`src/rtl/ebf_pkg.sv`:
```
package ebf_pkg;

  // Strobes from the control unit to the datapath.
  typedef struct packed {
    logic copyEn;   // idle: the output follows the synchronized input
    logic setRise;  // rising edge inside a blanking window
    logic setFall;  // falling edge inside a blanking window
  } ebfStrobes_t;

endpackage

```
`src/rtl/ebf_sync.sv`:
```
module ebf_sync #(
  parameter int STAGES = 2
) (
  input  logic clk,
  input  logic rstN,
  input  logic asyncIn,
  output logic syncOut
);

  logic [STAGES-1:0] stageQ;

  generate
    if (STAGES == 1) begin : g_single
      always_ff @(posedge clk or negedge rstN) begin
        if (!rstN) stageQ <= '0;
        else       stageQ <= asyncIn;
      end
    end else begin : g_chain
      always_ff @(posedge clk or negedge rstN) begin
        if (!rstN) stageQ <= '0;
        else       stageQ <= {stageQ[STAGES-2:0], asyncIn};
      end
    end
  endgenerate

  assign syncOut = stageQ[STAGES-1];

endmodule

```
`src/rtl/ebf_ctrl.sv`:
```
module ebf_ctrl
  import ebf_pkg::*;
#(
  parameter int CMP_W = 16
) (
  input  logic             clk,
  input  logic             rstN,
  input  logic             filtTick,
  input  logic [CMP_W-1:0] cmpVal,
  input  logic             edgeRise,
  input  logic             edgeFall,
  output ebfStrobes_t      strobes
);

  localparam int CNT_W = CMP_W + 1;

  logic             runQ;
  logic [CMP_W-1:0] timerQ;
  logic [CNT_W-1:0] nextCount;
  logic             reachCmp;
  logic             anyEdge;
  logic             filterOn;
  logic             startBlank;

  assign anyEdge    = edgeRise | edgeFall;
  assign filterOn   = (cmpVal != '0);
  assign startBlank = !runQ && anyEdge && filterOn;
  assign nextCount  = {1'b0, timerQ} + CNT_W'(1);
  assign reachCmp   = (nextCount >= {1'b0, cmpVal});

  always_ff @(posedge clk or negedge rstN) begin
    if (!rstN) begin
      runQ   <= 1'b0;
      timerQ <= '0;
    end else if (startBlank) begin
      runQ   <= 1'b1;
      timerQ <= '0;
    end else if (runQ && filtTick) begin
      if (reachCmp) begin
        runQ   <= 1'b0;
        timerQ <= '0;
      end else begin
        timerQ <= nextCount[CMP_W-1:0];
      end
    end
  end

  always_comb begin
    strobes.copyEn  = !runQ;
    strobes.setRise = runQ && edgeRise;
    strobes.setFall = runQ && edgeFall;
  end

  // while a window is open the count stays below the limit
  a_r5_timer_below_cmp : assert property (@(posedge clk) disable iff (!rstN)
    runQ |-> (timerQ < cmpVal));

  // without a filter tick an open window neither moves nor closes
  a_r4_timer_waits_tick : assert property (@(posedge clk) disable iff (!rstN)
    (runQ && !filtTick) |=> (runQ && $stable(timerQ)));

  // a zero limit never opens a window
  a_r9_bypass_stays_idle : assert property (@(posedge clk) disable iff (!rstN)
    (!runQ && cmpVal == '0) |=> !runQ);

endmodule

```
`src/rtl/ebf_datapath.sv`:
```
module ebf_datapath
  import ebf_pkg::*;
(
  input  logic        clk,
  input  logic        rstN,
  input  logic        syncIn,
  input  ebfStrobes_t strobes,
  input  logic        clrRise,
  input  logic        clrFall,
  output logic        edgeRise,
  output logic        edgeFall,
  output logic        levelOut,
  output logic        trigOut,
  output logic        riseGlitch,
  output logic        fallGlitch
);

  logic lastInQ;
  logic heldQ;
  logic prevLevelQ;
  logic riseQ;
  logic fallQ;

  assign edgeRise = syncIn && !lastInQ;
  assign edgeFall = !syncIn && lastInQ;
  assign levelOut = strobes.copyEn ? syncIn : heldQ;
  assign trigOut  = levelOut ^ prevLevelQ;

  always_ff @(posedge clk or negedge rstN) begin
    if (!rstN) begin
      lastInQ    <= 1'b0;
      heldQ      <= 1'b0;
      prevLevelQ <= 1'b0;
    end else begin
      lastInQ    <= syncIn;
      heldQ      <= levelOut;
      prevLevelQ <= levelOut;
    end
  end

  // A set outranks a clear on the same edge.
  always_ff @(posedge clk or negedge rstN) begin
    if (!rstN) begin
      riseQ <= 1'b0;
      fallQ <= 1'b0;
    end else begin
      if (strobes.setRise)  riseQ <= 1'b1;
      else if (clrRise)     riseQ <= 1'b0;
      if (strobes.setFall)  fallQ <= 1'b1;
      else if (clrFall)     fallQ <= 1'b0;
    end
  end

  assign riseGlitch = riseQ;
  assign fallGlitch = fallQ;

  // a flag only drops through its clear input
  a_r7_rise_sticky : assert property (@(posedge clk) disable iff (!rstN)
    (riseQ && !clrRise) |=> riseQ);
  a_r7_fall_sticky : assert property (@(posedge clk) disable iff (!rstN)
    (fallQ && !clrFall) |=> fallQ);

  // a glitch strobe always leaves its flag set
  a_r8_rise_set_wins : assert property (@(posedge clk) disable iff (!rstN)
    strobes.setRise |=> riseGlitch);
  a_r8_fall_set_wins : assert property (@(posedge clk) disable iff (!rstN)
    strobes.setFall |=> fallGlitch);

  // while a window is open the output does not move
  a_r3_hold_in_window : assert property (@(posedge clk) disable iff (!rstN)
    (!strobes.copyEn && $past(!strobes.copyEn)) |-> $stable(levelOut));

endmodule

```
`src/rtl/edge_blank_filter.sv`:
```
module edge_blank_filter
  import ebf_pkg::*;
#(
  parameter int CMP_W       = 16,
  parameter int SYNC_STAGES = 2
) (
  input  logic             clk,
  input  logic             rstN,
  input  logic             filtTick,
  input  logic             rawIn,
  input  logic [CMP_W-1:0] cmpVal,
  input  logic             clrRise,
  input  logic             clrFall,
  output logic             levelOut,
  output logic             trigOut,
  output logic             riseGlitch,
  output logic             fallGlitch
);

  logic        syncIn;
  logic        edgeRise;
  logic        edgeFall;
  ebfStrobes_t strobes;

  ebf_sync #(.STAGES(SYNC_STAGES)) u_sync (
    .clk     (clk),
    .rstN    (rstN),
    .asyncIn (rawIn),
    .syncOut (syncIn)
  );

  ebf_ctrl #(.CMP_W(CMP_W)) u_ctrl (
    .clk      (clk),
    .rstN     (rstN),
    .filtTick (filtTick),
    .cmpVal   (cmpVal),
    .edgeRise (edgeRise),
    .edgeFall (edgeFall),
    .strobes  (strobes)
  );

  ebf_datapath u_dp (
    .clk        (clk),
    .rstN       (rstN),
    .syncIn     (syncIn),
    .strobes    (strobes),
    .clrRise    (clrRise),
    .clrFall    (clrFall),
    .edgeRise   (edgeRise),
    .edgeFall   (edgeFall),
    .levelOut   (levelOut),
    .trigOut    (trigOut),
    .riseGlitch (riseGlitch),
    .fallGlitch (fallGlitch)
  );

endmodule

```
`config.mk`:
```
export PLATFORM = sky130hd
export DESIGN_NAME = edge_blank_filter
export DESIGN_NICKNAME = d
export VERILOG_FILES = /design/src/rtl/ebf_pkg.sv /design/src/rtl/ebf_sync.sv /design/src/rtl/ebf_ctrl.sv /design/src/rtl/ebf_datapath.sv /design/src/rtl/edge_blank_filter.sv
export SDC_FILE = /design/constraint.sdc
export NUM_CORES = 1
export LEC_CHECK = 0
export BUFFER_PORTS_ARGS = -buffer_cell sky130_fd_sc_hd__buf_2
export CAP_MARGIN = 0
export CORE_MARGIN = 2
export CORE_UTILIZATION = 35
export DETAILED_ROUTE_END_ITERATION = 12
export PLACE_DENSITY = 0.54
export SLEW_MARGIN = 15
export SYNTH_ARGS = -nofsm -noshare
export SYNTH_HDL_FRONTEND = slang
export SYNTH_HIERARCHICAL = 1
export SYNTH_SLANG_ARGS = --single-unit
```
`constraint.sdc`:
```
create_clock -name clk -period 6.9 [get_ports clk]
set_input_delay 0.69 -clock clk [delete_from_list [all_inputs] [get_ports clk]]
set_output_delay 0.69 -clock clk [all_outputs]
set_load 0.01 [all_outputs]
```
==> flow_metrics.py <==
metrics = {
    "layout": {
        "syn_to_final_growth_pct": 12.13,
        "final_cells": 291,
        "final_nets": 261,
        "drive_above_1_share_pct": 22.62,
        "multi_input_area_um2": 1171,
        "fill_cells": 498,
        "seq_area_um2": 575.6,
        "diodes": 0,
    },
    "worst_setup_path": {
        "worst-path-max-fanout": 10,
        "setup.worst_path.class": "reg2reg",
        "critPathBufInv": 1,
        "required_ps": 7070,
        "critPathTopFamily": "simple AND/OR/NAND/NOR gates",
        "critical-path-max-stage-delay_ps": 530,
        "cp-start-kind": "register",
        "crit_chain": "nand3_1 -> nor3_1 -> and2_1 -> and3_1 -> xnor2_1 -> inv_1 -> ha_1 -> o21a_1 -> o21ai_0 -> nand2b_1 -> o311ai_4 -> or2_1 -> o41ai_4",
        "cp-end-kind": "register",
        "cp_slowest_cell": "or2_1",
        "worstPathArrival_ps": 4090,
    },
    "synth": {
        "synth_area_leaders": "dfrtp_1 30%, ha_1 11%, inv_1 5.6%, o31ai_2 4.6%, nand2_1 4.0%",
        "synth-seq-cells": 23,
        "synth_flop_cell": "dfrtp_1",
        "syn_area_um2": 1888,
        "synth_cells": 198,
        "syn_nets": 237,
        "synth.top_cell.area_share_pct": 30.48,
        "ys_async_sr_fraction_pct": 100.0,
        "seq_area_frac_synth_pct": 30.48,
        "yosysMostFrequentCell": "inv_1",
        "synth_cell_types": 45,
        "synth_edf_count": 0,
        "synth.avg_cell_area_um2": 9.536,
        "yosysTopAreaCell": "dfrtp_1",
        "synth.top_cells.by_count": "28 x inv_1, 23 x dfrtp_1, 20 x nand2_1",
        "yosysWarnings": 6,
    },
    "route": {
        "firstDrtPassIters": 4,
        "wirelength_um": 3830,
        "drtAntennaViolNets": 0,
        "vias": 1464,
        "viasPerCell": 5.031,
        "drt_iter0_drc": 72,
        "drc": 0,
        "post_drt_wl_per_cell_um": 13.16,
    },
    "clocking": {
        "cts.sink_count": 23,
        "hold_buffers": 0,
        "clk_latency_ps": 260,
        "htree_levels": 1,
        "clockRootBuffer": "clkbuf_8",
        "cts_inserted_buffers": 3,
        "tritoncts": "yes",
        "clk_pin_slew_worst_paths_ps": 80,
        "clockBufferDepth": 2,
        "cts_resized": 0,
        "post_cts_buffers": 0,
    },
    "run": {
        "max_cap_viol_count": 0,
    },
    "timing": {
        "slew_headroom_pct": 52.02,
        "worstMarginPinSlew_ps": 719.6,
        "finalSetupViolCount": 0,
        "hold_violations": 0,
        "fin_skew_ps": 5.381,
        "rsz0062_at_grt": "no",
        "period_needed_ps": 3915,
        "hold_ws_ps": 351.8,
        "fin_setup_tns_ps": 0,
        "finalCritPeriodShare_pct": 56.73,
        "max_clock_freq_ghz": 0.2555,
        "slew_violations": 0,
    },
    "power_and_ir_drop": {
        "finalPower_uw": 558.8,
        "vdd_drop_max_v": 0.0001179,
        "p_per_area_nw_per_um2": 264.0,
        "leakagePower_uw": 0.001072,
    },
    "place": {
        "placed_cells": 287,
        "gp_congestion": 0.7702,
        "hpwl_um": 2987,
        "port_buffers": 25,
    },
    "global_routing": {
        "grt_pass1_wl_um": 6686,
        "grt_pass1_vias": 1405,
        "grt_max_degree": 33,
        "overflow": 0,
        "grt_util_all_layers_pct": 13.80,
        "antenna_found_initial": 0,
    },
    "die": {
        "die_w_um": 77.45,
        "row_count": 26,
        "die_area_um2": 5998,
        "die_h_um": 77.45,
        "floorplan.initialDensity_pct": 36.50,
        "io_pins": 26,
        "core_um2": 5172,
    },
    "hold_path": {
        "min_path_type": "reg2reg",
    },
    "run_status": {
        "status": "finished, final reports clean",
    },
}
==> registers in the layout, indices dropped and copies added (netlist names) <==
register / count
u_sync/stageQ: 2
u_dp/riseGlitch: 1
u_dp/prevLevelQ: 1
u_ctrl/runQ: 1
u_dp/lastInQ: 1
u_ctrl/timerQ: 16
u_dp/fallGlitch: 1
==> where the power goes <==
| group | switching [uW] | internal, uW | total [uW] |
|---|---|---|---|
| Combinational | 148 | 116 | 263 |
| Sequential | 44.0 | 166 | 210 |
| Clock | 43.9 | 41.2 | 85.2 |
==> final timing paths <==
| check | start | end | slack (ps) | depth (start not counted) |
|---|---|---|---|---|
| worst max register to register | u_ctrl/timerQ[2]$_DFFE_PN0P_ | u_ctrl/timerQ[12]$_DFFE_PN0P_ | 2990 | 13 |
| worst max-delay path | u_ctrl/timerQ[2]$_DFFE_PN0P_ | u_ctrl/timerQ[12]$_DFFE_PN0P_ | 2990 | 13 |
| max in group asynchronous | rstN | u_ctrl/timerQ[6]$_DFFE_PN0P_ | 6130 | 1 |
| min in group asynchronous | rstN | u_ctrl/timerQ[14]$_DFFE_PN0P_ | 400 | 1 |
| worst min-delay path | u_sync/stageQ[0]$_DFF_PN0_ | u_sync/stageQ[1]$_DFF_PN0_ | 350 | 0 |
| worst min register to register | u_sync/stageQ[0]$_DFF_PN0_ | u_sync/stageQ[1]$_DFF_PN0_ | 350 | 0 |
==> layout make-up <==
class | instances | share of cell area (%)
multi-input cells | 140 | 55.32
clock buffers | 4 | 2.128
flip-flops and latches | 23 | 27.19
well taps | 70 | 4.137
repair buffers | 26 | 6.265
inverters | 28 | 4.965
==> stage by stage <==
stage	cell area, um2	util, %	setup WS (ps)
final	2117	40.93	2985
after global routing	2117	40.93	2568
after CTS	2117	40.93	2943
after detailed placement	2072	40.06	2964
after global placement	2072	40.06	2991
after floorplan	1888	-	3591
==> cell families (layout without fill, tap and decap cells) <==
kind of cell	after synthesis	after routing	synth area share (%)
buf+inv	35	58	7.753
xor+xnor	15	15	6.958
simple gates	69	69	21.67
mux	1	1	0.5964
flops	23	23	30.48
fa+ha+maj	17	17	11.27
compound gates	38	38	21.27
==> routing by layer <==
| metal | track usage [%] | share of wire, % | vias to the layer above |
|---|---|---|---|
| met5 | 0 | 0 | - |
| met4 | 2.321 | 0.70 | 0 |
| met3 | 2.442 | 1.6 | 2 |
| met2 | 23.83 | 50 | 9 |
| met1 | 18.31 | 48 | 704 |
| li1 | - | - | 749 |
==> placed cells by master (no fill, tap or decap), drive strengths merged, types with 5 or more instances in the layout <==
| cell | Yosys | final |
|---|---|---|
| o21ai | 6 | 6 |
| o31ai | 9 | 9 |
| nand4 | 5 | 5 |
| a211oi | 5 | 5 |
| nor2 | 6 | 6 |
| inv | 28 | 28 |
| a21o | 5 | 5 |
| xor2 | 8 | 8 |
| dfrtp | 23 | 23 |
| nor4 | 8 | 8 |
| nand3 | 5 | 5 |
| nand2 | 20 | 20 |
| ha | 17 | 17 |
| buf | 5 | 26 |
| xnor2 | 7 | 7 |
(Power assumes the default switching activity.)
